$ cat src/rtl/topo_pkg.sv
package topo_pkg;
  localparam int ID_W = 8;
  typedef logic [ID_W-1:0] topo_id_t;

  // Grouping key: fields already sit at their own positions, so OR merges them
  function automatic topo_id_t merge_key(topo_id_t pkg, topo_id_t core);
    return pkg | core;
  endfunction
endpackage

$ cat src/rtl/bucket_match.sv
module bucket_match #(
  parameter int NBKT  = 16,
  parameter int KEY_W = 8,
  localparam int IDX_W = (NBKT > 1) ? $clog2(NBKT) : 1
) (
  input  logic [KEY_W-1:0]      key_i,
  input  logic [NBKT*KEY_W-1:0] tags_i,
  input  logic [NBKT-1:0]       used_i,
  output logic                  hit_o,
  output logic [IDX_W-1:0]      hit_idx_o
);
  logic [NBKT-1:0] eq_vec;

  // Parallel compare against every group in use
  for (genvar b = 0; b < NBKT; b++) begin : g_cmp
    assign eq_vec[b] = used_i[b] && (tags_i[b*KEY_W +: KEY_W] == key_i);
  end

  // Priority pick: lowest index wins (loop descends so the lowest overrides)
  always_comb begin
    hit_idx_o = '0;
    for (int b = NBKT - 1; b >= 0; b--) begin
      if (eq_vec[b]) hit_idx_o = IDX_W'(b);
    end
  end

  assign hit_o = |eq_vec;
endmodule

$ cat src/rtl/bucket_store.sv
module bucket_store #(
  parameter int NBKT  = 16,
  parameter int NPROC = 16,
  parameter int KEY_W = 8,
  localparam int IDX_W = (NBKT > 1) ? $clog2(NBKT) : 1
) (
  input  logic                   clk,
  input  logic                   rst_n,
  input  logic                   clr_i,
  input  logic                   join_i,
  input  logic                   open_i,
  input  logic [IDX_W-1:0]       idx_i,
  input  logic [KEY_W-1:0]       key_i,
  input  logic [NPROC-1:0]       bit_i,
  output logic [NBKT*KEY_W-1:0]  tags_o,
  output logic [NBKT*NPROC-1:0]  masks_o,
  output logic [NBKT-1:0]        used_o
);
  logic [NBKT-1:0] join_sel;
  logic [NBKT-1:0] open_sel;

  for (genvar b = 0; b < NBKT; b++) begin : g_slot
    logic [KEY_W-1:0] tag_q;
    logic [NPROC-1:0] mask_q;
    logic             used_q;

    assign join_sel[b] = join_i && (idx_i == IDX_W'(b));
    assign open_sel[b] = open_i && (idx_i == IDX_W'(b));

    always_ff @(posedge clk or negedge rst_n) begin
      if (!rst_n) begin
        tag_q  <= '0;
        mask_q <= '0;
        used_q <= 1'b0;
      end else if (clr_i) begin
        tag_q  <= '0;
        mask_q <= '0;
        used_q <= 1'b0;
      end else if (open_sel[b]) begin
        tag_q  <= key_i;
        mask_q <= bit_i;
        used_q <= 1'b1;
      end else if (join_sel[b]) begin
        mask_q <= mask_q | bit_i;
      end
    end

    assign tags_o[b*KEY_W +: KEY_W]   = tag_q;
    assign masks_o[b*NPROC +: NPROC]  = mask_q;
    assign used_o[b]                  = used_q;

    // a slot not in use holds an empty mask
    a_r6_unused_empty: assert property (@(posedge clk) disable iff (!rst_n)
      !used_q |-> (mask_q == '0));
  end

  // a beat updates at most one group
  a_r4_single_target: assert property (@(posedge clk) disable iff (!rst_n)
    $onehot0(join_sel | open_sel));
endmodule

$ cat src/rtl/topo_bucket.sv
module topo_bucket
  import topo_pkg::*;
#(
  parameter int NPROC = 16,
  parameter int NBKT  = 16,
  localparam int KEY_W  = ID_W,
  localparam int IDX_W  = (NBKT > 1) ? $clog2(NBKT) : 1,
  localparam int CNT_W  = $clog2(NBKT + 1),
  localparam int POS_W  = $clog2(NPROC + 1)
) (
  input  logic                   clk,
  input  logic                   rst_n,
  input  logic                   start_i,
  input  logic                   valid_i,
  input  logic                   last_i,
  input  logic [ID_W-1:0]        pkg_id_i,
  input  logic [ID_W-1:0]        core_id_i,
  output logic                   done_o,
  output logic                   overflow_o,
  output logic [CNT_W-1:0]       count_o,
  output logic [NBKT*KEY_W-1:0]  tags_o,
  output logic [NBKT*NPROC-1:0]  masks_o
);
  logic [POS_W-1:0] pos_q;
  logic [CNT_W-1:0] cnt_q;
  logic             ovf_q;
  logic             done_q;

  // Named internal events
  logic             beat_in;
  logic             procs_full;
  logic             table_full;
  logic             hit;
  logic [IDX_W-1:0] hit_idx;
  logic             drop_ev;
  logic             join_ev;
  logic             open_ev;
  logic [KEY_W-1:0] key;
  logic [NPROC-1:0] pos_bit;
  logic [IDX_W-1:0] tgt_idx;
  logic [NBKT-1:0]  used;

  assign key        = merge_key(pkg_id_i, core_id_i);
  assign beat_in    = valid_i && !start_i;
  assign procs_full = (pos_q == POS_W'(NPROC));
  assign table_full = (cnt_q == CNT_W'(NBKT));
  assign drop_ev    = beat_in && (procs_full || (!hit && table_full));
  assign join_ev    = beat_in && !procs_full && hit;
  assign open_ev    = beat_in && !procs_full && !hit && !table_full;
  assign pos_bit    = NPROC'(1) << pos_q;
  assign tgt_idx    = hit ? hit_idx : cnt_q[IDX_W-1:0];

  bucket_match #(.NBKT(NBKT), .KEY_W(KEY_W)) u_match (
    .key_i     (key),
    .tags_i    (tags_o),
    .used_i    (used),
    .hit_o     (hit),
    .hit_idx_o (hit_idx)
  );

  bucket_store #(.NBKT(NBKT), .NPROC(NPROC), .KEY_W(KEY_W)) u_store (
    .clk     (clk),
    .rst_n   (rst_n),
    .clr_i   (start_i),
    .join_i  (join_ev),
    .open_i  (open_ev),
    .idx_i   (tgt_idx),
    .key_i   (key),
    .bit_i   (pos_bit),
    .tags_o  (tags_o),
    .masks_o (masks_o),
    .used_o  (used)
  );

  always_ff @(posedge clk or negedge rst_n) begin
    if (!rst_n) begin
      pos_q  <= '0;
      cnt_q  <= '0;
      ovf_q  <= 1'b0;
      done_q <= 1'b0;
    end else begin
      done_q <= beat_in && last_i;
      if (start_i) begin
        pos_q <= '0;
        cnt_q <= '0;
        ovf_q <= 1'b0;
      end else begin
        if (join_ev || open_ev) pos_q <= pos_q + 1'b1;
        if (open_ev)            cnt_q <= cnt_q + 1'b1;
        if (drop_ev)            ovf_q <= 1'b1;
      end
    end
  end

  assign done_o     = done_q;
  assign overflow_o = ovf_q;
  assign count_o    = cnt_q;

  // first beat of a run lands in group 0 with bit 0
  a_r2_first_group: assert property (@(posedge clk) disable iff (!rst_n)
    (beat_in && pos_q == '0) |=> (count_o == CNT_W'(1) && masks_o[NPROC-1:0] == NPROC'(1)));
  // count grows by at most one per beat
  a_r5_count_step: assert property (@(posedge clk) disable iff (!rst_n)
    !start_i |=> (count_o == $past(count_o) || count_o == $past(count_o) + 1'b1));
  // start empties the table
  a_r7_start_clears: assert property (@(posedge clk) disable iff (!rst_n)
    start_i |=> (count_o == '0 && !overflow_o && masks_o == '0));
  // done only follows a consumed last beat
  a_r8_done_cause: assert property (@(posedge clk) disable iff (!rst_n)
    done_o |-> $past(valid_i && last_i && !start_i));
  // overflow stays set until start
  a_r9_overflow_sticky: assert property (@(posedge clk) disable iff (!rst_n)
    (overflow_o && !start_i) |=> overflow_o);
  // a dropped beat leaves the table untouched
  a_r9_drop_frozen: assert property (@(posedge clk) disable iff (!rst_n)
    drop_ev |=> ($stable(masks_o) && $stable(count_o)));
endmodule

$ cat config.mk
export PLATFORM = sky130hd
export DESIGN_NAME = topo_bucket
export DESIGN_NICKNAME = d
export VERILOG_FILES = /design/src/rtl/topo_pkg.sv /design/src/rtl/bucket_match.sv /design/src/rtl/bucket_store.sv /design/src/rtl/topo_bucket.sv
export SDC_FILE = /design/constraint.sdc
export NUM_CORES = 1
export LEC_CHECK = 0
export CAP_MARGIN = 10
export CORE_MARGIN = 2
export CORE_UTILIZATION = 53
export CTS_CLUSTER_DIAMETER = 50
export DETAILED_ROUTE_END_ITERATION = 6
export HOLD_SLACK_MARGIN = 0.12
export PLACE_DENSITY_LB_ADDON = 0.2
export SLEW_MARGIN = 40
export SYNTH_ARGS = -nofsm -noshare
export SYNTH_HDL_FRONTEND = slang
export SYNTH_HIERARCHICAL = 1
export SYNTH_SLANG_ARGS = --single-unit
$ cat constraint.sdc
create_clock -name clk -period 4.1 [get_ports clk]
set_input_delay 1.23 -clock clk [delete_from_list [all_inputs] [get_ports clk]]
set_output_delay 1.23 -clock clk [all_outputs]
set_load 0.03 [all_outputs]
---- Word level (Yosys, flattened, before mapping) ----
Index checks and enable logic that the tools add are counted.
operators by class
  $add $sub $neg .......................... 2
  multipliers ............................. 0
  div/mod/pow operators ................... 0
  magnitude comparators ................... 0
  equality and inequality tests ........... 33
  shifts and indexed selects .............. 1
  muxes and demuxes ....................... 135
  bitwise logic cells ..................... 17
  reductions and logical operators ........ 99
operators with widths
  operator                                                            number
  16-bit 2-to-1 mux                                                   48
  8-bit 2-to-1 mux                                                    32
  16-bit OR                                                           16
  8-bit == test                                                       16
  4-bit 2-to-1 mux                                                    17
  1-bit logical AND                                                   56
  3-bit nonzero test                                                  16
  2-bit nonzero test                                                  19
  1-bit 2-to-1 mux                                                    34
  4-bit == test, second input constant                                8
  5-bit 2-to-1 mux                                                    4
  4-bit by 3-bit == test with 1-bit output, second input constant     4
  16-bit OR reduction                                                 1
  1-bit by 5-bit left shift with 16-bit output, first input constant  1
  5-bit by 1-bit adder with 5-bit output, second input constant       2
  5-bit == test, second input constant                                2
  4-bit by 2-bit == test with 1-bit output, second input constant     2
  8-bit OR                                                            1
  4-bit by 1-bit == test with 1-bit output, second input constant     1
  1-bit logical NOT                                                   4
  4-bit logical NOT                                                   1
  1-bit logical OR                                                    2
storage, ports and cells
  register bits ........................... 412
  bits in latches ......................... 0
  memory bits (writable) .................. 0
  ROM bits ................................ 0
  input bits .............................. 21
  output and inout port bits .............. 391
  logic and storage cells ................. 339
  memories kept ........................... 0

---- Logic depth before layout (Yosys ltp) ----
Gate-level depths: netlist of the first run.
  depth after elaboration ................. 25
  depth in mapped cells ................... 19
  gate-level depth less buffers ........... 13

---- Hierarchy ----
The synthesis of the first run kept the hierarchy.
modules (own cells, without submodules)
  module        instances  cells each  area each (sq um)  sequential area each (sq um)
  bucket_store  1          1613        18436.4            10009.6
  bucket_match  1          237         1901.8             0.0
  topo_bucket   1          116         999.7              300.3

---- Worst setup path before layout of the first run ----
No wires, ideal clock.
  kind .................................... input to register
  start point ............................. input core_id_i[3]
  end point ............................... register u_store.g_slot[13].mask_q[3]
  setup time .............................. 0.126 ns
  arrival time ............................ 4.390 ns
  data required time ...................... 3.974 ns
  path slack .............................. -0.416 ns
  cell stages on the path ................. 17
  buffers on the path ..................... 7
  cells stage by stage .................... or2_2 > buf_6 > buf_12 > xor2_1 > nor4_1 > nand4_1 > and2_4 > nand3_1 > nand2b_1 > buf_2 > mux2_2 > buf_6 > buf_6 > and3_1 > buf_2 > buf_2 > a221o_1
on the way
  elaborated cells between the ends (all ways) .. 61
  those cells by class .................... 17 x eq/ne; 19 x mux; 1 x bitwise; 24 x reduce/logical
RTL lines
  item                     line                                    text
  from (decl)              topo_bucket.sv:17                       input logic [ID_W-1:0] core_id_i,
  8-bit OR (*)             topo_pkg.sv:7                           return pkg | core;
  8-bit == test            bucket_match.sv:16                      assign eq_vec[b] = used_i[b] && (tags_i[b*KEY_W +: KEY_W] == key_i);
  1-bit logical AND        bucket_match.sv:16
  16-bit OR reduction (*)  bucket_match.sv:27                      assign hit_o = |eq_vec;
  via hit                  topo_bucket.sv:33                       logic hit;
  4-bit 2-to-1 mux (*)     topo_bucket.sv:51                       assign tgt_idx = hit ? hit_idx : cnt_q[IDX_W-1:0];
  via tgt_idx[3]           topo_bucket.sv:40                       logic [IDX_W-1:0] tgt_idx;
  4-bit == test (*)        bucket_store.sv:27, bucket_store.sv:28
  1-bit logical AND        bucket_store.sv:28                      assign open_sel[b] = open_i && (idx_i == IDX_W'(b));
  16-bit 2-to-1 mux        bucket_store.sv:39                      end else if (open_sel[b]) begin
  16-bit 2-to-1 mux        bucket_store.sv:35                      end else if (clr_i) begin
  to (signal assigned)     bucket_store.sv:41                      mask_q <= bit_i;
  to (signal assigned)     bucket_store.sv:44                      mask_q <= mask_q | bit_i;
  to (decl)                bucket_store.sv:24                      logic [NPROC-1:0] mask_q;
Mark *: on every way through the listed nets, which the timed path passes. The rest lies on a longest branch.
A chain may end at the register's enable or synchronous reset.

---- Worst setup path after layout of the first run ----
  start point ............................. input core_id_i[1]
  end point ............................... register u_store.g_slot[7].tag_q[7]
on the way
  elaborated cells between the ends (all ways) .. 57
  those cells by class .................... 17 x eq/ne; 17 x mux; 1 x bitwise; 22 x reduce/logical
RTL lines
  item                                line                text
  8-bit OR (*)                        topo_pkg.sv:7
  via key[1]                          topo_bucket.sv:38   logic [KEY_W-1:0] key;
  8-bit == test                       bucket_match.sv:16
  1-bit logical AND                   bucket_match.sv:16
  16-bit OR reduction (*)             bucket_match.sv:27
  via hit                             topo_bucket.sv:33
  1-bit logical NOT (*)               topo_bucket.sv:49   assign open_ev = beat_in && !procs_full && !hit && !table_full;
  1-bit logical AND (*) (2 in a row)  topo_bucket.sv:49
  via open_ev                         topo_bucket.sv:37   logic open_ev;
  1-bit logical AND (*)               bucket_store.sv:28
  2-bit nonzero test (no line) (*)    -
  to (signal assigned)                bucket_store.sv:40  tag_q <= key_i;
  to (decl)                           bucket_store.sv:23  logic [KEY_W-1:0] tag_q;
Marks and branches as above.

==> impl_metrics.toml, run 1 <==
[job]
cap_violations = 0

[final_layout]
final_area_um2 = 30200
antennaDiodeCount = 0
area_growth_pct = 41.7
nets = 2518
drive_above_1_share = 0.211

[floorplanning]
start_util = 0.537
fp-row-count = 73
num_io_pins = 412
core_area_um2 = 39700
die_x_um = 205
die_h_um = 205
die-area_um2 = 41900

[placed_design]
hpwlAfterDp_um = 52800
gp_congestion = 0.947
dpl-instance-area_um2 = 26800
io_buffer_count = 411

[logic_synthesis]
seq_area_frac_synth = 0.483
syn-num-nets = 1995
ys_ff_latch = 412
ys_types = 75
yosysWarnings = 6
postSynthCellCount = 1966
syn_area_um2 = 21300
synth.avg_cell_area_um2 = 10.9

[sta]
worst_slack_ps = -249
max_freq_ghz = 0.230
fin_crit_sh = 1.06
finalSetupViolations = 198
hold_viol = 0
rsz0062_at_grt = "yes"
slew-limit-headroom = 0.396
period_needed_ps = 4350
worst_slew_pin_slew_ps = 906
drv_slew = 0
finClkSkew_ps = 26.5

[global_route]
antenna_found_initial = 0
grt_pass1_vias = 19200
grt_max_degree = 200
grt_overflow_total = 0
grt_first_pass_wirelength_um = 119000
grt_use_total = 0.373

[drt]
ant_nets = 0
wirelength_um = 83800
vias_per_cell = 6.59
drtPass1Iterations = 5
drtIter0Drc = 2638
wire_per_inst_um = 27.5
dr_total_vias = 20100
post-route-drc-count = 0

[setup_path]
slowest_stage = "a21oi_1"
cpMostUsedCell = "buf_4"
crit_fanout = 8
cp.required_ps = 4550
crit_chain = "buf_8, or2_4, buf_12, xnor2_2, nand2_1, nor3_2, or2_1, nor2b_4, nor4b_4, nand2b_4, buf_6, nor4_4, buf_4, buf_4, and3_4, buf_12, buf_4, nand3_1, a21oi_1"
setup.worst_path.end_class = "flip-flop"
critPathKind = "input port to flip-flop"
worst_setup_path_start_kind = "input port"
slowest_delay_ps = 330
worstPathArrival_ps = 4800

[power]
p_leak_nw = 14.3
power.density_nw_per_um2 = 311
total_power_w = 0.00941
peakVddDrop_v = 0.000313

[run_status]
outcome = "finished, violations left"
failed_checks = "negative setup slack"

[clocking]
htree_levels = 2
cts_sinks = 412
numCtsBuffers = 47
path_clk_slew_ps = 70
clock-root-buffer = "clkbuf_16"
cts_tree = "built"
clock_path_buffers = 3
clk_latency_ps = 590

[hold_path]
min_path_type = "flip-flop to flip-flop"
[cells in the mapped netlist, drive strengths merged]
cell	number	area (um2)
dfrtp	412	10300
and2b	1	8.76
clkbuf	91	343
and2	64	404
buf	118	860
mux2	7	82.6
a21oi	68	430
and4bb	1	16.3
and3b	4	35.0
inv	10	37.5
nor2b	7	53.8
xor2	38	333
nor2	143	547
a21o	17	128
o21bai	1	7.51
nor3b	6	71.3
nand4	18	119
o31ai	1	7.51
and3	168	1050
nand4bb	3	33.8
o22ai	17	106
nor4b	1	15.0
or3b	2	17.5
or4	1	7.51
a211o	16	141
a211oi	2	20.0
nand2	34	158
mux2i	100	1000
or4b	1	10.0
xnor2	90	788
ha	8	100
nand3b	4	33.8
nor3	29	189
a221o	224	2240
o21ai	36	180
o211ai	2	20.0
nand4b	32	280
nand2b	120	751
nor4bb	1	10.0
or2	10	62.6
nand3	45	230
a31oi	1	6.26
nor4	10	77.6
or3	2	12.5
[power breakdown]
group          switching (W)  internal, W  leakage, nW
combinational       0.000686     0.000439         7.82
clock                0.00176      0.00241        0.734
sequential         0.0000314      0.00409         5.75
total                0.00248      0.00694         14.3
[repair_timing]
action	in CTS	in global routing
resized for setup	115	115
gates cloned	15	7
buffers inserted	53	43
pin swaps	45	69
hold buffers	0	0
setup endpoints to repair	399	398
[kinds of logic after synthesis]
| family | share of synthesized area |
|---|---|
| AOI/OAI and AO/OA | 0.154 |
| xor gates and xnor gates | 0.0525 |
| adders and majority gates | 0.00469 |
| buffers and inverters | 0.0581 |
| DFF | 0.483 |
| muxes | 0.0508 |
| and+or+nand+nor | 0.197 |
[registers in the layout, summed over array words and instances (netlist names)]
register / count
u_store/g_slot.mask_q: 256
u_store/g_slot.used_q: 16
done_o: 1
overflow_o: 1
count_o: 5
pos_q: 5
u_store/g_slot.tag_q: 128
[per-stage QoR]
stage / std cells / hold WS (ps) / worst slack [ps] / setup TNS, ps / utilization
floorplan: 1966 / 464 / -122 / -18400 / -
global placement: 2848 / 461 / -1160 / -373550 / 0.674
global route: 3046 / 491 / -233 / -34940 / 0.761
finish: 3046 / 481 / -249 / -5160 / 0.761
detailed placement: 2850 / 467 / -1190 / -365920 / 0.675
CTS: 2999 / 479 / -54.6 / -1060 / 0.742
[path summary, 6_finish.rpt]
kind	startpoint	endpoint	slack, ps	cells past startpoint
worst max-delay path	core_id_i[1]	u_store/g_slot[7].tag_q[7]	-250	19
worst max register to register	u_store/g_slot[13].tag_q[7]	u_store/g_slot[7].tag_q[7]	470	16
worst min register to register	u_store/g_slot[3].mask_q[9]	u_store/g_slot[3].mask_q[9]	480	1
min in group asynchronous	rst_n	u_store/g_slot[9].mask_q[7]	680	1
max in group asynchronous	rst_n	u_store/g_slot[12].tag_q[7]	2490	2
worst min-delay path	u_store/g_slot[3].mask_q[9]	u_store/g_slot[3].mask_q[9]	480	1
[layout by cell type (no fill, tap or decap), drive strengths merged, types with 64 or more instances in the layout]
| master | n |
|---|---|
| buf | 263 |
| and2 | 64 |
| a21oi | 69 |
| nor2 | 143 |
| a221o | 224 |
| clkdlybuf4s50 | 393 |
| clkbuf | 81 |
| nand2b | 120 |
| dfrtp | 412 |
| xnor2 | 90 |
| mux2i | 100 |
| and3 | 169 |
[area by class of cell]
cell class / count / area (um2)
clock buffer: 64 / 1330
clock inverter: 17 / 166
fill: 2535 / 9490
inverter: 10 / 37.5
multi-input combinational: 1345 / 10700
sequential: 412 / 10300
tap: 525 / 657
timing repair buffer: 673 / 7060
[worst max-delay path: cells and delay by family]
family / cells / cell delay [ps]
and+or+nand+nor: 10 / 1990
buffers and inverters: 7 / 1080
AOI/OAI and AO/OA: 1 / 330
xor gates and xnor gates: 1 / 140
[layer usage]
layer  routed length [um]  vias to the layer above  track usage
met1                32200                    10000        0.532
li1                     -                     8250            -
met3                10300                      282       0.0781
met5                    0                        -            0
met4                 4130                        0        0.174
met2                37100                     1532        0.544
(Power assumes the default switching activity.)
==> run 2: changes to the inputs <==
- CAP_MARGIN: 10 -> 20
- CORE_UTILIZATION: 53 -> 45
==> impl_metrics.toml, run 2 (same netlist as run 1, synthesis figures left out) <==
[run_status]
outcome = "finished, violations left"
failed_checks = "design-rule violations"

[placed_design]
io_buffer_count = 411
dpl-instance-area_um2 = 27000
gp_congestion = 0.893
hpwlAfterDp_um = 55100
dp.cells = 2946

[drt]
dr_total_vias = 19500
ant_nets = 0
wire_per_inst_um = 27.4
drtPass1Iterations = 7
vias_per_cell = 6.25
drtIter0Drc = 2357
wirelength_um = 85500
post-route-drc-count = 22

[final_layout]
final_area_um2 = 30200
final_util = 0.647
final_common_cell = "dfrtp_1"
multi_input_area_um2 = 10700
regMostFlops = "u_store/g_slot.mask_q"
reg_top3 = "u_store/g_slot.mask_q: 256 flops, u_store/g_slot.tag_q: 128 flops, u_store/g_slot.used_q: 16 flops"
layout.cells.non_filler = 3125
seqCellArea_um2 = 10300
final_cell_mix = "412 x dfrtp_1, 393 x clkdlybuf4s50_1, 224 x a221o_1, 167 x buf_4, 136 x and3_1"
nets = 2506
drive_above_1_share = 0.206
largest_reg_flops = 256
antennaDiodeCount = 0
num-fill-cells = 3688
area_growth_pct = 41.6

[sta]
period_needed_ps = 4080
hold_viol = 0
finalSetupViolations = 0
slew-limit-headroom = 0.409
max_freq_ghz = 0.245
fin_crit_sh = 0.995
whs_ps = 482
drv_slew = 0
finClkSkew_ps = 30.4
worst_slew_pin_slew_ps = 886

[global_route]
grt_use_total = 0.331
antenna_found_initial = 1
grt_max_degree = 107
grt_pass1_vias = 19000
grt_first_pass_wirelength_um = 125000
top_usage_layer = "met2"
grt_overflow_total = 0
use_met1 = 0.480
grt_util_met3 = 0.0652
met2_usage = 0.494

[hold_path]
whs_path_depth = 1
min_path_type = "flip-flop to flip-flop"
min_to = "u_store/g_slot[15].mask_q[11]"
hold_start = "u_store/g_slot[15].mask_q[11]"

[clocking]
cts_tree = "built"
path_clk_slew_ps = 60
cts_sinks = 412
numCtsBuffers = 50
clk_latency_ps = 600
clock-root-buffer = "clkbuf_16"
ctsHoldBuffers = 0
clock_path_buffers = 3
htree_levels = 2

[floorplanning]
die-area_um2 = 49200
start_util = 0.457
core_area_um2 = 46700
fp-row-count = 79
die_x_um = 222
num_io_pins = 412
die_h_um = 222

[power]
peakVddDrop_v = 0.000302
power.density_nw_per_um2 = 326
p_leak_nw = 14.2

[setup_path]
worstPathArrival_ps = 4570
reg2regPathDepth = 15
slowest_delay_ps = 420
cp_top_family = "simple AND/OR/NAND/NOR gates"
slowest_stage = "or3_4"
setup.worst_path.end_class = "flip-flop"
reg2reg_slack_ps = 740
crit_fanout = 8
reg2reg_to = "u_store/g_slot[6].mask_q[0]"
critical_path_buf_inv_count = 5
cpMostUsedCell = "buf_6"
critPathKind = "input port to flip-flop"
crit_chain = "clkbuf_2, or2_4, xnor2_1, nand4_1, or3_4, nand2_4, nor2_2, nand3_2, nand2b_4, buf_6, mux2_4, buf_6, nor2b_4, buf_6, a21oi_4, clkbuf_16, a221o_1"
startpoint = "core_id_i[3]"
cp.required_ps = 4590
r2r_start = "u_store/g_slot[0].tag_q[5]"
worst_setup_path_start_kind = "input port"

[job]
cap_violations = 0
run 2: worst max-delay path by stage:
| stage | slack [ps] | to | cells after the start |
|---|---|---|---|
| 2_1_floorplan | -120 | u_store/g_slot[4].mask_q[12] | 17 |
| 3_3_place_gp | -1130 | u_store/g_slot[11].mask_q[10] | 13 |
| 3_5_place_dp | -1010 | u_store/g_slot[14].mask_q[15] | 16 |
| 4_1_cts | -10 | u_store/g_slot[13].mask_q[15] | 17 |
| 5_1_grt | -20 | u_store/g_slot[6].mask_q[14] | 18 |
| 6_report | 20 | u_store/g_slot[6].mask_q[0] | 17 |
run 2: final cells by class:
class,instances,area share
repair buffers,656,0.222
clock inverters,26,0.0115
flip-flops and latches,412,0.341
well taps,607,0.0251
multi-input cells,1347,0.354
inverters,10,0.00124
clock buffers,67,0.0455
run 2: per-layer routing:
metal,wire length [um],up-vias
met3,9180,165
li1,-,8259
met5,0,-
met4,2880,0
met2,38200,1321
met1,35300,9800
run 2: what timing repair did:
action | in CTS | in global routing
setup buffers | 33 | 31
cloned | 17 | 9
resized for setup | 92 | 96
hold endpoints to repair | 0 | 0
endpoints found under the setup margin | 393 | 395
pin swaps | 24 | 79
run 2: through the flow:
stage / power (W) / setup WS, ps / setup TNS [ps]
final: 0.00984 / 21.4 / 0
after global routing: 0.0101 / -20.6 / -249
after CTS: 0.00978 / -10.8 / -12.8
after detailed placement: 0.00509 / -1010 / -342610
after global placement: 0.00507 / -1130 / -342920
after floorplan: 0.00469 / -122 / -18400
run 2: where the power goes:
| part | leakage (nW) | switching, W | total, W | internal (W) |
|---|---|---|---|---|
| combinational | 7.66 | 0.000669 | 0.00105 | 0.000378 |
| sequential | 5.75 | 0.0000313 | 0.00412 | 0.00409 |
| clock | 0.837 | 0.00190 | 0.00467 | 0.00277 |
